### src/rtl/vcap_dma_pkg.sv
package vcap_dma_pkg;
  localparam int NUM_COMP = 3;

  typedef enum logic [1:0] {
    COMP_Y  = 2'd0,
    COMP_CB = 2'd1,
    COMP_CR = 2'd2
  } comp_e;

  function automatic int wider(input int a, input int b);
    return (a > b) ? a : b;
  endfunction
endpackage

### src/rtl/vcap_dma_thr_split.sv
module vcap_dma_thr_split #(
  parameter int THR_W = 8
) (
  input  logic [THR_W-1:0] thresh,
  output logic [THR_W-1:0] thr_luma,
  output logic [THR_W-1:0] thr_chroma
);
  logic [THR_W:0] rounded;

  // chroma threshold = ceil(T/2)
  always_comb begin
    rounded    = {1'b0, thresh} + {{THR_W{1'b0}}, thresh[0]};
    thr_luma   = thresh;
    thr_chroma = rounded[THR_W:1];
  end
endmodule

### src/rtl/vcap_dma_chan.sv
module vcap_dma_chan #(
  parameter int LVL_W = 8,
  parameter int THR_W = 8
) (
  input  logic             clk,
  input  logic             rst,
  input  logic             en,
  input  logic [THR_W-1:0] thr,
  input  logic [LVL_W-1:0] level,
  input  logic             rd,
  output logic             evt,
  output logic             pend,
  output logic             busy
);
  import vcap_dma_pkg::*;

  localparam int CW = wider(LVL_W, THR_W) + 2;

  logic [LVL_W-1:0] prev_level;
  logic [THR_W-1:0] left;
  logic [CW-1:0]    lvl_w, prev_w, thr_w, thr2_w;
  logic             crossed, overrun, fire, start, advance, last_rd;

  always_comb begin
    lvl_w   = CW'(level);
    prev_w  = CW'(prev_level);
    thr_w   = CW'(thr);
    thr2_w  = thr_w << 1;
    crossed = (prev_w < thr_w) && (lvl_w >= thr_w);
    overrun = lvl_w > thr2_w;
    fire    = en && !pend && ((!busy && crossed) || (busy && overrun));
    start   = en && rd && pend && !busy;
    advance = en && rd && busy;
    last_rd = (left == THR_W'(1));
  end

  always_ff @(posedge clk) begin
    if (rst) prev_level <= '0;
    else     prev_level <= level;
  end

  always_ff @(posedge clk) begin
    if (rst || !en) begin
      evt  <= 1'b0;
      pend <= 1'b0;
      busy <= 1'b0;
      left <= '0;
    end else begin
      evt <= fire;
      if (fire)       pend <= 1'b1;
      else if (start) pend <= 1'b0;
      if (start) begin
        left <= thr - THR_W'(1);
        busy <= (thr > THR_W'(1));
      end else if (advance) begin
        left <= left - THR_W'(1);
        if (last_rd) busy <= 1'b0;
      end
    end
  end
endmodule

### src/rtl/vcap_dma_evtgen.sv
module vcap_dma_evtgen #(
  parameter int LVL_W = 8,
  parameter int THR_W = 8
) (
  input  logic             clk,
  input  logic             rst,
  input  logic             tri_mode,
  input  logic [THR_W-1:0] thresh,
  input  logic [LVL_W-1:0] fill_y,
  input  logic [LVL_W-1:0] fill_cb,
  input  logic [LVL_W-1:0] fill_cr,
  input  logic [2:0]       rd,
  output logic [2:0]       evt,
  output logic [2:0]       pend,
  output logic [2:0]       busy
);
  import vcap_dma_pkg::*;

  logic [THR_W-1:0] thr_luma, thr_chroma;
  logic [LVL_W-1:0] lvl_arr [NUM_COMP];

  assign lvl_arr[COMP_Y]  = fill_y;
  assign lvl_arr[COMP_CB] = fill_cb;
  assign lvl_arr[COMP_CR] = fill_cr;

  vcap_dma_thr_split #(.THR_W(THR_W)) u_split (
    .thresh     (thresh),
    .thr_luma   (thr_luma),
    .thr_chroma (thr_chroma)
  );

  for (genvar c = 0; c < NUM_COMP; c++) begin : g_chan
    localparam bit IS_LUMA = (c == int'(COMP_Y));
    logic en_c;
    assign en_c = IS_LUMA ? 1'b1 : tri_mode;

    vcap_dma_chan #(.LVL_W(LVL_W), .THR_W(THR_W)) u_chan (
      .clk   (clk),
      .rst   (rst),
      .en    (en_c),
      .thr   (IS_LUMA ? thr_luma : thr_chroma),
      .level (lvl_arr[c]),
      .rd    (rd[c]),
      .evt   (evt[c]),
      .pend  (pend[c]),
      .busy  (busy[c])
    );
  end
endmodule

### config.mk
export PLATFORM = sky130hd
export DESIGN_NAME = vcap_dma_evtgen
export DESIGN_NICKNAME = d
export VERILOG_FILES = /design/src/rtl/vcap_dma_pkg.sv /design/src/rtl/vcap_dma_thr_split.sv /design/src/rtl/vcap_dma_chan.sv /design/src/rtl/vcap_dma_evtgen.sv
export SDC_FILE = /design/constraint.sdc
export NUM_CORES = 1
export LEC_CHECK = 0
export BUFFER_PORTS_ARGS = -buffer_cell sky130_fd_sc_hd__buf_2
export CORE_MARGIN = 2
export CORE_UTILIZATION = 35
export DETAILED_ROUTE_END_ITERATION = 8
export GPL_TIMING_DRIVEN = 0
export PLACE_DENSITY_LB_ADDON = 0.12
export SETUP_SLACK_MARGIN = 0.15
export SYNTH_ARGS = -nofsm -noshare
export SYNTH_HDL_FRONTEND = slang
export SYNTH_HIERARCHICAL = 1
export SYNTH_SLANG_ARGS = --single-unit
### constraint.sdc
create_clock -name clk -period 2.5 [get_ports clk]
set_input_delay 0.25 -clock clk [delete_from_list [all_inputs] [get_ports clk]]
set_output_delay 0.25 -clock clk [all_outputs]
set_load 0.05 [all_outputs]
* Word-level counts from Yosys, hierarchy flattened
Index checks and enable logic that the tools add are counted.
** Cells by class
- Order comparisons :: 11
- $add $sub $neg :: 6
- Multiplexer cells :: 21
- Equal/unequal tests :: 3
- Reduce and logical (&&, ||, !) cells :: 48
** Operators by type and width (count)
- $mux 8 :: 6
- $sub 8x1->8 const B :: 5
- $gt 8x9->1 :: 3
- $logic_and 1x1->1 :: 25
- $eq 8x1->1 const B :: 3
- $ge 8x8->1 :: 3
- $lt 8x8->1 :: 3
- $reduce_bool 2->1 :: 9
- $gt 8x1->1 const B :: 2
- $mux 1 :: 15
- $add 8x1->9 :: 1
- $logic_not 1->1 :: 7
- $reduce_and 2->1 :: 3
- $logic_or 1x1->1 :: 4
** Storage, ports and cells
- Flip-flop bits (word level) :: 57
- Output and inout port bits :: 9
- Logic and storage cells :: 104
- Input port bits :: 38

* Depth between registers and ports, before layout
Gate-level depths: netlist (run 1).
- Depth in word-level cells :: 7
- Gate-level depth with buffers :: 11
- Depth with buffers taken out :: 11

* Modules after synthesis
The synthesis (run 1) kept the hierarchy.
** By module, submodules not included
- vcap_dma_chan :: instances 3, area an instance 1477.7 um^2, seq. area each 380.4 um^2, cells each 180
- vcap_dma_thr_split :: instances 1, area an instance 180.2 um^2, seq. area each 0.0 um^2, cells each 25
- vcap_dma_evtgen :: instances 1, area an instance 3.8 um^2, seq. area each 0.0 um^2, cells each 1

* Least setup slack after synthesis (run 1)
Ideal clock, no wire load.
- Path kind :: input to register
- Start :: input port thresh[0]
- End :: register g_chan[1].u_chan.pend
- Buffers on the path :: 0
- Data arrival time :: 2115 ps
- Setup time :: 124 ps
- Data required time :: 2376 ps
- Path slack :: 261 ps
- Cell stages on the path :: 10
- Cells stage by stage :: nand3_2 nor3_2 xor2_1 inv_1 ha_1 a21o_1 a211oi_1 nand2_1 o21ai_0 o31ai_1
** On the way
- Cells in the longest elaborated chain, start to end :: 7
- Elaborated cells between the ends (all ways) :: 11
- Classes of those cells :: add/sub (1); order compare (3); mux (1); reduce/logical (6)
** Ends and longest elaborated chain
- start, declared :: RTL line vcap_dma_evtgen.sv:8 : input logic [THR_W-1:0] thresh,
- $add 8x1->9 (*) :: RTL line vcap_dma_thr_split.sv:12 : rounded = {1'b0, thresh} + {{THR_W{1'b0}}, thresh[0]};
- via thr_chroma[6] :: RTL line vcap_dma_evtgen.sv:19 : logic [THR_W-1:0] thr_luma, thr_chroma;
- $lt 8x8->1 or $ge 8x8->1 (tied branches) :: RTL line vcap_dma_chan.sv:29 : crossed = (prev_w < thr_w) && (lvl_w >= thr_w);
- $logic_and 1x1->1 :: RTL line vcap_dma_chan.sv:29
- $logic_and 1x1->1 :: RTL line vcap_dma_chan.sv:31 : fire = en && !pend && ((!busy && crossed) || (busy && overrun));
- $logic_or 1x1->1 (*) :: RTL line vcap_dma_chan.sv:31
- $logic_and 1x1->1 (*) :: RTL line vcap_dma_chan.sv:31
- $mux 1 or $reduce_bool 2->1 (tied branches)
- end signal, assigned :: RTL line vcap_dma_chan.sv:45 : pend <= 1'b0;
- end signal, assigned :: RTL line vcap_dma_chan.sv:50 : if (fire) pend <= 1'b1;
- end signal, assigned :: RTL line vcap_dma_chan.sv:51 : else if (start) pend <= 1'b0;
- end, declared :: RTL line vcap_dma_chan.sv:12 : output logic pend,
The timed path passes the listed nets; every way through them passes the cells marked *.
A chain may end at the register's enable or synchronous reset.

* Worst setup path in the final report (run 1)
- Start :: input port thresh[0]
- End :: register g_chan[2].u_chan.evt
** On the way
- Cells in the longest elaborated chain, start to end :: 6
- Elaborated cells between the ends (all ways) :: 9
- Classes of those cells :: add/sub (1); order compare (3); reduce/logical (5)
** Ends and longest elaborated chain
- $add 8x1->9 (*) :: RTL line vcap_dma_thr_split.sv:12
- via thr_chroma[3] :: RTL line vcap_dma_evtgen.sv:19
- $lt 8x8->1 or $ge 8x8->1 (tied branches) :: RTL line vcap_dma_chan.sv:29
- $logic_and 1x1->1 :: RTL line vcap_dma_chan.sv:29
- $logic_and 1x1->1 :: RTL line vcap_dma_chan.sv:31
- $logic_or 1x1->1 (*) :: RTL line vcap_dma_chan.sv:31
- $logic_and 1x1->1 (*) :: RTL line vcap_dma_chan.sv:31
- end signal, assigned :: RTL line vcap_dma_chan.sv:49 : evt <= fire;
- end, declared :: RTL line vcap_dma_chan.sv:11 : output logic evt,
Marked as above.

==> summary.md, run 1 <==
| Metric | Value |
|---|---|
| Status | finished, final reports clean |
| WP data arrival | 2.48 ns |
| Area grow syn2layout | 19.7% |
| Slew headroom | 0.529 |
| Pwr/cell area | 488 nW/um^2 |
| FP Rows | 41 |
| Final Skew | 0.00747 ns |
| Reg2Reg Setup Slack | 0.73 ns |
| CP startpoint kind | input port |
| H-tree depth | 3 |
| Post-Synthesis Cells | 566 |
| DPL Wire Length | 9.42 mm |
| Num CTS Buffers | 9 |
| Worst Max-Slew Pin Slew | 0.700 ns |
| Static leakage | 2.33 nW |
| IO Port Bufs | 45 |
| Min-delay worst type | in -> reg |
| Met3 global-route usage | 0.0302 |
| Yosys warnings | 6 |
| Clock Tree Root | clkbuf_16 |
| IO Count | 47 |
| RSZ-0062 raised after global routing | false |
| Global route overflow | 0 |
| Vias in the first global route | 4,136 |
| Worst vdd ir | 0.222 mV |
| Core area | 12,800 um^2 |
| Width of the chip | 119 um |
| Per-cell routed wire length | 15.3 um |
| Post-synth EDFFs | 0 |
| Critical path startpoint | thresh[0] |
| R2R Path End | g_chan[0].u_chan/left[7] |
| Final count of negative-setup-slack endpoints | 0 |
| Max Freq | 0.441 GHz |
| Crit Path Max Fanout | 9 |
| HP Start | fill_y[0] |
| DRT iter0 DRCs | 354 |
| Max Slew Vio Count | 0 |
| Met1 Track Usage GR | 0.238 |
| Cell internal pwr | 0.00191 W |
| Worst-Skew Late Latency | 0.33 ns |
| Comb pwr share | 0.226 |
| Sw frac | 0.294 |
| Main synth FF type | dfxtp_1 |
| CP Data Required Time | 2.71 ns |
| Synth unique cells | 47 |
| Final hold violation count | 0 |
| Area of the die | 14,100 um^2 |
| First-pass GRT wire length | 20.3 mm |
| Syn Area/Cell | 8.16 um^2 |
| Clock network fraction of design power | 0.418 |
| Synth async-reset ratio | 0 |
| Share of cells above drive strength 1 | 0.167 |
| Synthesis-stage register bit count | 57 |
| Pin count of the biggest net entering global routing | 17 |
| Final period utilization | 0.908 |
| Max incr delay on CP | 0.46 ns |
| Crit Path Class | in -> reg |
| Post-layout min period | 2.27 ns |
| Slowest CP cell | a2111oi_0 |
| RR Startpoint | g_chan[0].u_chan/left[3] |
| Post-place setup slack | -0.635 ns |
| Sequential-to-total area share from yosys stat | 0.247 |
| GRT met2 Usage | 0.284 |
| Via Count | 4,282 |
| Clock tree buffer depth | 2 |
| Gr busiest metal | met2 |
| Routed Antenna Nets | 0 |
| Post-layout nets | 748 |
| Max-cap viol count | 0 |
| Net Switching | 0.000791 W |
| Post-synthesis cell area | 4620 um^2 |
| Critical-path cell list | buf_2 -> ha_2 -> nand3_1 -> xnor2_4 -> inv_1 -> ha_1 -> a2111oi_0 -> nor3_1 -> o21ai_1 -> nor3_1 |
| Starting Density | 0.361 |
| Sum Neg Setup Slack | 0 ns |
| Critical path endpoint | g_chan[2].u_chan/evt |
| CTS clk-pin slew, worst paths | 0.05 ns |
| Pre-Repair DR Iteration Count | 4 |
| R2R depth | 4 |
| Die Y | 119 um |
| DR DRC count | 0 |
| CTS tree | done |
| Clk sinks | 57 |
| Initial antenna violation count | 1 |
| GRT Total Usage | 0.179 |
| Final worst slack | 0.231 ns |
| PnR Total Power | 0.00270 W |
| Cts hold-fix bufs | 0 |
| CP Capture Type | flip-flop |
| DR vias/cell | 5.31 |
| Final wirelength | 12.3 mm |
| Final RePlAce weighted congestion | 0.840 |
| Share of total power in sequential cells | 0.356 |
| CP dominant cell by count | nor3_1 |
## synthesized netlist by cell type, drive strengths merged (6+ instances only)
| cell | count | area, um^2 |
|---|---|---|
| nor3b | 6 | 60.1 |
| o21a | 6 | 45.0 |
| or4 | 9 | 67.6 |
| o211ai | 9 | 67.6 |
| nor3 | 22 | 115 |
| xor2 | 6 | 52.6 |
| a31oi | 9 | 56.3 |
| a21oi | 36 | 180 |
| nand3 | 12 | 65.1 |
| nand2b | 9 | 56.3 |
| nor2b | 24 | 150 |
| o31ai | 6 | 45.0 |
| o22ai | 6 | 37.5 |
| nand2 | 35 | 139 |
| buf | 14 | 97.6 |
| a211oi | 6 | 45.0 |
| nor4 | 9 | 75.1 |
| nor2 | 50 | 195 |
| a22oi | 6 | 45.0 |
| clkbuf | 9 | 33.8 |
| inv | 43 | 161 |
| nand4 | 9 | 56.3 |
| dfxtp | 57 | 1140 |
| ha | 79 | 988 |
| o21ai | 30 | 150 |
| xnor2 | 18 | 158 |
| nand4b | 6 | 52.6 |
## critical path, delay by kind of cell
family                     cells  cell delay [ns]
AOI/OAI and AO/OA              2             0.64
xor gates and xnor gates       1             0.36
and+or+nand+nor                3             0.40
buffers and inverters          2             0.31
adders and majority gates      2             0.50
## cells by family (layout without fill, tap and decap cells)
kind of cell | Yosys count | count (layout) | share of synthesized area
adder cells (fa/ha/maj) | 79 | 79 | 0.214
buffers and inverters | 66 | 131 | 0.0634
other | 1 | 5 | 0.000812
flip-flops | 57 | 57 | 0.247
AO/OA/AOI/OAI | 132 | 132 | 0.179
AND/OR/NAND/NOR | 207 | 207 | 0.250
XOR/XNOR | 24 | 24 | 0.0455
## flip-flops by register name, indices dropped and copies added, names as in the netlist
name	count
g_chan.u_chan/left	24
g_chan.u_chan/prev_level	24
g_chan.u_chan/busy	3
g_chan.u_chan/pend	3
g_chan.u_chan/evt	3
## layer usage
layer	part of all wire	up-vias
met3	0.040	17
met5	0	-
met2	0.46	92
met1	0.48	1994
met4	0.022	0
li1	-	2179
## power by group through the flow
stage	clock, W	sequential [W]	combinational [W]
floorplan	0	0.000998	0.000379
global route	0.00120	0.000962	0.000689
global placement	0	0.000977	0.000563
finish	0.00113	0.000960	0.000610
detailed placement	0	0.000978	0.000577
CTS	0.00117	0.000960	0.000593
## stage by stage
stage,hold WS (ns),instances,utilization,cell area (um^2)
global route,0.170,806,0.432,5520
finish,0.167,807,0.433,5530
global placement,0.481,786,0.397,5070
detailed placement,0.493,786,0.397,5070
floorplan,0.378,569,-,4630
CTS,0.156,800,0.423,5410
## placed cells by master, fill, tap and decap left out, drive strengths merged, types with 12 or more instances in the layout
cell type and count:
ha 79, buf 65, dfxtp 57, nor2 50, inv 43, a21oi 36, nand2 35, o21ai 30
nor2b 24, clkbuf 23, nor3 22, xnor2 18, nand3 12
## how the worst min path moves through the flow
stage | endpoint | slack [ns] | cells past startpoint
floorplan | g_chan[0].u_chan/prev_level[0] | 0.38 | 2
global placement | g_chan[0].u_chan/left[7] | 0.48 | 2
detailed placement | g_chan[1].u_chan/left[7] | 0.49 | 2
CTS | g_chan[2].u_chan/prev_level[2] | 0.16 | 2
global route | g_chan[0].u_chan/prev_level[2] | 0.17 | 2
finish | g_chan[0].u_chan/prev_level[0] | 0.17 | 3
## cell type report
class,instances,area [um^2]
clock buffer,14,264
buffer,23,131
tap,172,215
sequential,57,1140
inverter,43,161
multi-input combinational,446,3340
timing repair buffer,51,270
fill,1304,7250
antenna,1,2.50
## timing repair
item | in CTS | in global routing
gates resized for setup | 9 | 18
setup endpoints to repair | 5 | 4
pin swaps | 0 | 3
setup buffers | 0 | 6
Power figures use the tool's default switching activity.
==> run 2, diff against run 1 <==
--- a/config.mk
+++ b/config.mk
@@ -5,10 +5,10 @@
 export SDC_FILE = /design/constraint.sdc
 export NUM_CORES = 1
 export LEC_CHECK = 0
-export BUFFER_PORTS_ARGS = -buffer_cell sky130_fd_sc_hd__buf_2
 export CORE_MARGIN = 2
-export CORE_UTILIZATION = 35
+export CORE_UTILIZATION = 45
 export DETAILED_ROUTE_END_ITERATION = 8
+export DONT_BUFFER_PORTS = 1
 export GPL_TIMING_DRIVEN = 0
 export PLACE_DENSITY_LB_ADDON = 0.12
 export SETUP_SLACK_MARGIN = 0.15
==> run 2 against run 1 <==
  * Clock skew shrank 0.0018 ns
  * Worst hold slack lost 0.13 ns
  * Critical path type unchanged
  * Fmax grew 8.1%
  * Via count shrank 5.4%
  * Register-to-register slack lost 0.31 ns
  * Global-route usage grew 3.4 points
  * Clock power shrank 31%
  * Design area shrank 9.1%
  * Non-clock buffer count shrank 51
==> summary.md, run 2 (synthesis gave the netlist of run 1 again) <==
| Metric | Value |
|---|---|
| Min-delay worst type | in -> reg |
| Crit Path Max Fanout | 8 (-1) |
| Max-cap viol count | 0 (unchanged) |
| CP Data Required Time | 2.72 ns (about the same) |
| Final wirelength | 11.4 mm (-7.9%) |
| Crit Path Class | in -> reg |
| Sw frac | 0.310 (+0.0162) |
| Cts hold-fix bufs | 0 (unchanged) |
| Core area | 9860 um^2 (-23%) |
| Width of the chip | 105 um (-11%) |
| Critical-path cell list | ha_2 -> xor2_2 -> inv_1 -> ha_1 -> a2111oi_0 -> nor3_1 -> o21ai_0 -> o31ai_1 |
| IO Port Bufs | 0 (-100%) |
| Die Y | 105 um (-11%) |
| Clock tree buffer depth | 2 (unchanged) |
| Area grow syn2layout | 8.73% |
| Clock Tree Root | clkbuf_8 |
| Status | finished, final reports clean |
| Post-layout min period | 2.10 ns (-0.171 ns) |
| Final count of negative-setup-slack endpoints | 0 (unchanged) |
| Final RePlAce weighted congestion | 0.887 (+5.7%) |
| Final Skew | 0.00562 ns (-0.00184 ns) |
| First-pass GRT wire length | 19.0 mm (-6.3%) |
| RSZ-0062 raised after global routing | false |
| Static leakage | 2.06 nW (-12%) |
| DR DRC count | 0 (unchanged) |
| CP startpoint kind | input port |
| Diode count | 0 (-1) |
| CTS tree | done |
| Pin count of the biggest net entering global routing | 17 (unchanged) |
| Share of cells above drive strength 1 | 0.0821 (-0.0851) |
| Finished Layout Cells | 718 (-11%) |
| Largest registers | g_chan.u_chan/left (24), g_chan.u_chan/prev_level (24) |
| Area of the die | 11,100 um^2 (-22%) |
| Initial antenna violation count | 0 (-1) |
| Num CTS Buffers | 9 (unchanged) |
| Pwr/cell area | 450 nW/um^2 (-7.8%) |
| Per-cell routed wire length | 15.8 um (+3.6%) |
| DPL Wire Length | 8.72 mm (-7.4%) |
| Clk sinks | 57 (unchanged) |
| Routed Antenna Nets | 0 (unchanged) |
| Most frequent cells in the layout | ha_1 (78), dfxtp_1 (57), nor2_1 (47), inv_1 (43), a21oi_1 (36) |
| Vias in the first global route | 3,981 (-3.7%) |
| Placed cell count | 702 (-11%) |
| Worst vdd ir | 0.270 mV (+21%) |
| Net Switching | 0.000700 W (-12%) |
| Max Freq | 0.476 GHz (+8.1%) |
| CTS clk-pin slew, worst paths | 0.07 ns (+0.02 ns) |
| Final hold violation count | 0 (unchanged) |
| Pre-Repair DR Iteration Count | 4 (unchanged) |
| Post-layout util | 0.509 (+0.0763) |
| Sum Neg Setup Slack | 0 ns (unchanged) |
| Reg2Reg Setup Slack | 0.42 ns (-0.31 ns) |
| Slew headroom | 0.504 (-0.0256) |
| FP Rows | 36 (-12%) |
| Via Count | 4,050 (-5.4%) |
| Number of setup buffers added after CTS | 0 (unchanged) |
| Final period utilization | 0.839 (-0.0683) |
| Global route overflow | 0 (unchanged) |
| Max incr delay on CP | 0.43 ns (-0.03 ns) |
| H-tree depth | 3 (unchanged) |
| Share of total power in sequential cells | 0.435 (+0.079) |
| Starting Density | 0.468 (+0.107) |
| Clock network fraction of design power | 0.347 (-0.071) |
| Worst Max-Slew Pin Slew | 0.741 ns (+0.0412 ns) |
| DRT iter0 DRCs | 245 (-31%) |
| WP data arrival | 2.32 ns (-0.16 ns) |
| IO Count | 47 (unchanged) |
| GRT Total Usage | 0.213 (+0.0342) |
| Most common cell after layout, fill and taps aside | ha_1 |
| CP Capture Type | flip-flop |
| DR vias/cell | 5.64 (+6.3%) |
| Cell internal pwr | 0.00156 W (-18%) |
| Max Slew Vio Count | 0 (unchanged) |
| Slowest CP cell | a2111oi_0 |
| WP buf/inv | 1 (-1) |
| Worst-Skew Late Latency | 0.34 ns (about the same) |
| Post-layout nets | 697 (-6.8%) |
| Comb pwr share | 0.218 (-0.008) |
| Crit path max-delay family | compound AO/OA/AOI/OAI gates |
[run 2: changes by cell type in the layout (fill, tap and decap cells not counted), moves of 2 or more]
cell / previous run / this run
xor2_4: 3 / 0
buf_4: 17 / 11
nor2_1: 45 / 47
xor2_2: 0 / 3
inv_1: 39 / 43
clkinv_2: 0 / 3
clkbuf_8: 2 / 11
clkbuf_16: 9 / 0
buf_2: 48 / 3
inv_2: 4 / 0
[run 2: area by class of cell]
class,instances,area (um^2)
multi-input cells,446,3250
clock inverters,3,15.0
clock buffers,13,159
well taps,133,166
plain buffers,23,131
fillers,954,4840
inverters,43,161
flip-flops and latches,57,1140
[run 2: final timing paths]
path	from	endpoint	cells past startpoint
worst max-delay path	thresh[0]	g_chan[1].u_chan/pend	8
worst min-delay path	fill_cr[6]	g_chan[2].u_chan/prev_level[6]	1
worst max register to register	g_chan[0].u_chan/busy	g_chan[0].u_chan/left[7]	6
worst min register to register	g_chan[1].u_chan/left[7]	g_chan[1].u_chan/left[7]	2
[run 2: power groups by stage]
stage	Sequential (W)	Combinational, W	Clock (W)
2_1_floorplan	0.000998	0.000379	0
3_3_place_gp	0.00100	0.000473	0
3_5_place_dp	0.00100	0.000485	0
4_1_cts	0.000983	0.000492	0.000817
5_1_grt	0.000986	0.000570	0.000850
6_report	0.000983	0.000493	0.000783
[run 2: what timing repair did]
item | in CTS | in global routing
endpoints found under the setup margin | 4 | 4
resized for setup | 3 | 4
cloned | 0 | 0
[run 2: layer usage]
layer	wire [um]	up-vias	global-route usage	part of all wire
met5	0	-	0	0
met3	690	9	0.0513	0.061
met1	5200	1891	0.274	0.46
met2	5350	82	0.353	0.47
met4	119	0	0.0648	0.010
li1	-	2068	-	-
[run 2: through the flow]
stage / power, W / hold slack, ns / setup slack (ns) / instance area, um^2
3_5_place_dp: 0.00149 / 0.384 / -0.355 / 4790
4_1_cts: 0.00229 / 0.0165 / 0.193 / 4990
2_1_floorplan: 0.00138 / 0.378 / 0.261 / 4630
6_report: 0.00226 / 0.0376 / 0.401 / 5020
3_3_place_gp: 0.00148 / 0.382 / -0.298 / 4790
5_1_grt: 0.00241 / 0.0269 / 0.203 / 5020
